===== config.mk =====
export PLATFORM = sky130hd
export DESIGN_NAME = shift_unit
export DESIGN_NICKNAME = d
export VERILOG_FILES = /design/src/rtl/shift_pkg.sv /design/src/rtl/shift_ctrl.sv /design/src/rtl/shift_datapath.sv /design/src/rtl/shift_unit.sv
export SDC_FILE = /design/constraint.sdc
export NUM_CORES = 1
export LEC_CHECK = 0
export CAP_MARGIN = 20
export CORE_MARGIN = 2
export CORE_UTILIZATION = 45
export CTS_BUF_LIST = sky130_fd_sc_hd__clkbuf_4 sky130_fd_sc_hd__clkbuf_8 sky130_fd_sc_hd__clkbuf_16
export DETAILED_ROUTE_END_ITERATION = 10
export DONT_BUFFER_PORTS = 1
export GPL_TIMING_DRIVEN = 0
export SETUP_SLACK_MARGIN = 0.3
export SLEW_MARGIN = 20
export SYNTH_ARGS = -nofsm -noshare
export SYNTH_HDL_FRONTEND = slang
export SYNTH_SLANG_ARGS = --single-unit

===== constraint.sdc =====
create_clock -name clk -period 10.3 [get_ports clk]
set_input_delay 3.09 -clock clk [delete_from_list [all_inputs] [get_ports clk]]
set_output_delay 3.09 -clock clk [all_outputs]
set_load 0.01 [all_outputs]

===== src/rtl/shift_pkg.sv =====
package shift_pkg;
  localparam int DATA_W  = 32;
  localparam int INSTR_W = 32;
  localparam int OP_W    = 5;
  localparam int OP_LSB  = INSTR_W - OP_W;
  localparam int CNT_W   = $clog2(DATA_W);

  localparam logic [OP_W-1:0] OP_SHIFT_RIGHT = 5'd26;
  localparam logic [OP_W-1:0] OP_SHIFT_ARITH = 5'd27;
  localparam logic [OP_W-1:0] OP_SHIFT_LEFT  = 5'd28;
  localparam logic [OP_W-1:0] OP_ROTATE_LEFT = 5'd29;

  typedef struct packed {
    logic             accept;
    logic             mirror;
    logic             rotate;
    logic             signFill;
    logic [CNT_W-1:0] amount;
  } shift_strobe_t;
endpackage


===== src/rtl/shift_ctrl.sv =====
module shift_ctrl
  import shift_pkg::*;
(
  input  logic                inValid,
  input  logic [INSTR_W-1:0]  instrWord,
  input  logic [CNT_W-1:0]    regCount,
  output shift_strobe_t       strobes
);
  logic [OP_W-1:0]  opCode;
  logic [CNT_W-1:0] fieldCount;
  logic             isShift;

  assign opCode     = instrWord[OP_LSB +: OP_W];
  assign fieldCount = instrWord[CNT_W-1:0];

  always_comb begin
    isShift          = 1'b0;
    strobes.mirror   = 1'b0;
    strobes.rotate   = 1'b0;
    strobes.signFill = 1'b0;
    unique case (opCode)
      OP_SHIFT_RIGHT: begin isShift = 1'b1; strobes.mirror = 1'b1; end
      OP_SHIFT_ARITH: begin isShift = 1'b1; strobes.mirror = 1'b1; strobes.signFill = 1'b1; end
      OP_SHIFT_LEFT:  begin isShift = 1'b1; end
      OP_ROTATE_LEFT: begin isShift = 1'b1; strobes.rotate = 1'b1; end
      default: ;
    endcase
    strobes.accept = inValid && isShift;
    strobes.amount = (fieldCount != '0) ? fieldCount : regCount;
  end
endmodule


===== src/rtl/shift_datapath.sv =====
module shift_datapath
  import shift_pkg::*;
(
  input  logic                clk,
  input  logic                rstN,
  input  shift_strobe_t       strobes,
  input  logic [DATA_W-1:0]   operand,
  output logic [DATA_W-1:0]   resultOut,
  output logic                writeEn
);
  logic [DATA_W-1:0] flipped;
  logic [DATA_W-1:0] stage [0:CNT_W];
  logic [DATA_W-1:0] moved [0:CNT_W-1];
  logic [DATA_W-1:0] unflipped;
  logic [DATA_W-1:0] shiftOut;
  logic              fillBit;

  assign fillBit = strobes.signFill & operand[DATA_W-1];

  genvar i, k;
  generate
    for (i = 0; i < DATA_W; i++) begin : g_flipIn
      assign flipped[i] = operand[DATA_W-1-i];
    end
  endgenerate

  assign stage[0] = strobes.mirror ? flipped : operand;

  generate
    for (k = 0; k < CNT_W; k++) begin : g_stage
      localparam int STEP = 1 << k;
      for (i = 0; i < DATA_W; i++) begin : g_bit
        if (i >= STEP) begin : g_inner
          assign moved[k][i] = stage[k][i-STEP];
        end else begin : g_edge
          assign moved[k][i] = strobes.rotate ? stage[k][i-STEP+DATA_W] : fillBit;
        end
      end
      assign stage[k+1] = strobes.amount[k] ? moved[k] : stage[k];
    end
  endgenerate

  generate
    for (i = 0; i < DATA_W; i++) begin : g_flipOut
      assign unflipped[i] = stage[CNT_W][DATA_W-1-i];
    end
  endgenerate

  assign shiftOut = strobes.mirror ? unflipped : stage[CNT_W];

  always_ff @(posedge clk) begin
    if (!rstN) begin
      resultOut <= '0;
      writeEn   <= 1'b0;
    end else begin
      writeEn <= strobes.accept;
      if (strobes.accept) resultOut <= shiftOut;
    end
  end
endmodule


===== src/rtl/shift_unit.sv =====
module shift_unit
  import shift_pkg::*;
(
  input  logic                clk,
  input  logic                rstN,
  input  logic                inValid,
  input  logic [INSTR_W-1:0]  instrWord,
  input  logic [DATA_W-1:0]   operandB,
  input  logic [DATA_W-1:0]   countReg,
  output logic [DATA_W-1:0]   resultOut,
  output logic                writeEn
);
  shift_strobe_t strobes;

  shift_ctrl u_ctrl (
    .inValid  (inValid),
    .instrWord(instrWord),
    .regCount (countReg[CNT_W-1:0]),
    .strobes  (strobes)
  );

  shift_datapath u_dp (
    .clk      (clk),
    .rstN     (rstN),
    .strobes  (strobes),
    .operand  (operandB),
    .resultOut(resultOut),
    .writeEn  (writeEn)
  );
endmodule


==> out/metrics.cfg, run 1 <==
[finish]
final_util_pct=49.4
regArea_um2=661
multi_input_area_um2=4240
layout_common_cells=75 x a21oi_1, 73 x nand2_1, 50 x clkbuf_1
n_fill_cell=1196
fin_nets=856
drive_above_1_share_pct=9.10
n_antenna_cell=0
area_growth_pct=6.92
layout_commonest_cell=a21oi_1

[sta]
post-route-min-period_ns=6.93
fin_skew_ns=0
setup_viol=0
hold_slack_ns=0.520
finalMaxSlewViolations=0
finalHoldViolCount=0
tightest_slew_ns=1.24
rsz0062_at_grt=false
timing.final.ws_setup_ns=3.37
clock.fmax_mhz=144
fin_crit_sh_pct=67.2
relSlewSlack_pct=17.4
final.setup.tns_ns=0

[synthesis]
synth-edff-count=0
avgSynthCellArea_um2=7.06
synth_top_cell_by_area=dfxtp_1
syn_area_um2=5300
synthFlopType=dfxtp_1
synth_seq_area_share_pct=12.5
synth_cell_types=76
yosysTopAreaCellShare_pct=12.5
synthTopCellsByArea=dfxtp_1 12%, mux2i_1 7.6%, a21oi_1 7.1%
syn_nets=849
synth_warnings=0
ys_seq_elements=33
synth-async-reset-ratio_pct=0
synthCells=750

[clocking]
path_clk_slew_ns=0.05
cts_buffer_depth=2
ctsHtreeMaxLevel=2
numCtsBuffers=5
post_cts_resized=0
insertion_delay_ns=0.28
clkSinkCount=33
cts_root_buf=clkbuf_16
cts_hold_buf=0
cts_tree=built
cts_setup_buffers=0

[die]
die_h_um=113
die_area_um2=12700
die_w_um=113
core_area_um2=11500
io-pin-count=132
row_count=39
start_util_pct=46.2

[setup_path]
r2r-end=u_dp.resultOut[12]
cp_max_fo=10
cp_slowest_stage_delay_ns=1.06
rr_worst_depth=1
r2r_slack_ns=9.53
rr_startpoint=u_dp.resultOut[12]
end_kind=flip-flop
critical_path_required_ns=10.51
cp-startpoint=countReg[0]
criticalPathCategory=in2reg
path_cells=nor2b_1 > clkbuf_1 > a21oi_2 > clkbuf_1 > a21oi_1 > a221oi_1 > nor3_1 > nor3_1 > mux2_2 > nand2_1 > a31oi_1
cp_slowest_cell=a221oi_1
critPathCapture=u_dp.resultOut[31]
crit_path_start_kind=input pin
cp.arrival_ns=7.14

[route]
drt-total-wl_um=27900
first_pass_iters=6
viasPerCell=8.18
ant_nets=0
drc=0
wl_per_cell_um=31.0
first_iter_violations=1397
num_vias=7373

[power]
clkPwrFrac_pct=30.8
power_density_nw_per_um2=103
p_sw_uw=243
vdd_drop_max_uv=80.5
switching_share_pct=41.5
seqPwrFrac_pct=23.4
p_int_uw=342
total_power_uw=586
leakage_uw=0.00197
combPwrFrac_pct=45.8

[run_status]
status=finished clean

[grt]
grtUsageTotal_pct=42.7
grt_max_degree=11
grt_pass1_vias=6759
antenna_found_initial=0
grt_pass1_wl_um=41800
overflow=0

[place]
dpl_worst_slack_ns=3.54
place.gp.congestion=1.06
portBuffers=0
dp_hpwl_um=21700

[flow_run]
cap_viol_max_count=0

[worst_hold_path]
hold_path_class=reg2reg

-- synth_stat cells, types with 6 or more instances --
cell type  instances
a21oi_1           75
nand2_1           73
clkbuf_1          50
nor2_1            45
a211oi_1          44
o21ai_0           42
mux2i_1           40
dfxtp_1           33
nand3_1           22
nor3_1            22
a2111oi_0         20
o211ai_1          16
a31oi_1           15
nand2b_1          14
a221oi_1          13
buf_2             13
inv_1             11
mux4_2            11
o22ai_1           11
a22oi_1           10
o31ai_1           10
nor2b_1            9
mux2_2             8
nor4_1             8
buf_1              7
buf_4              7
a211o_1            6
and2_1             6
and3_1             6
o21ai_1            6
-- power groups by stage --
stage          combinational [uW]  sequential [uW]  clock, uW
2_1_floorplan                 171              139          0
3_3_place_gp                  247              140          0
3_5_place_dp                  248              140          0
4_1_cts                       249              137        180
5_1_grt                       276              137        187
6_report                      268              137        181
-- area by class of cell --
cell class / instances / area share [%]
Buffer: 80 / 6.45
Inverter: 11 / 0.729
Tap cell: 143 / 3.16
Clock buffer: 7 / 2.58
Sequential cell: 33 / 11.7
Clock inverter: 1 / 0.530
Multi-Input combinational cell: 626 / 74.9
-- per-layer routing --
layer | vias to the layer above | GRT usage, % | part of all wire (%)
met2 | 724 | 60.4 | 40
li1 | 2991 | - | -
met4 | 0 | 16.9 | 5.8
met3 | 161 | 15.8 | 16
met1 | 3497 | 58.8 | 38
met5 | - | 0 | 0
-- flip-flops by register name, indices dropped and copies added, names as in the netlist --
| signal | flops |
|---|---|
| u_dp.writeEn | 1 |
| u_dp.resultOut | 32 |
-- worst max-delay path: cells and delay by family --
family,cells,cell delay (ns)
muxes,1,0.34
AOI/OAI and AO/OA,4,1.75
buffers and inverters,2,0.83
and+or+nand+nor,4,1.12
-- logic make-up after synthesis --
kind of cell    count (synthesis)  synth area share (%)
compound gates                341                  45.1
buf+inv                        91                  7.68
xor+xnor                        2                 0.331
mux                            60                  14.1
flops                          33                  12.5
simple gates                  223                  20.2
-- worst min-delay path by stage --
| stage | from | end | slack [ns] | cells after the start |
|---|---|---|---|---|
| after global routing | u_dp.resultOut[26] | u_dp.resultOut[26] | 0.55 | 2 |
| after floorplan | u_dp.resultOut[15] | u_dp.resultOut[15] | 0.49 | 2 |
| after CTS | u_dp.resultOut[0] | u_dp.resultOut[0] | 0.53 | 2 |
| after global placement | u_dp.resultOut[17] | u_dp.resultOut[17] | 0.52 | 2 |
| after detailed placement | u_dp.resultOut[0] | u_dp.resultOut[0] | 0.52 | 2 |
| final | u_dp.resultOut[0] | u_dp.resultOut[0] | 0.52 | 2 |
-- metrics by stage --
stage,area (um2),cells
global placement,5480,893
global route,5660,901
CTS,5660,901
detailed placement,5480,893
finish,5660,901
floorplan,5300,750
(Power assumes the default switching activity.)
==> run 2: changes to the inputs <==
==> constraint.sdc (replaced) <==
create_clock -name clk -period 6.98 [get_ports clk]
set_input_delay 2.094 -clock clk [delete_from_list [all_inputs] [get_ports clk]]
set_output_delay 2.094 -clock clk [all_outputs]
set_load 0.01 [all_outputs]
==> results of run 2 <==
Same layout as run 1 (identical final DEF). Status: finished clean.
Main changes from that run: setup slack after placement 3.54 ns -> 1.22 ns; setup slack after layout 3.37 ns -> 1.05 ns; register-to-register setup slack 9.53 ns -> 6.21 ns; total power 586 uW -> 864 uW; worst IR drop on VDD 80.5 uV -> 119 uV
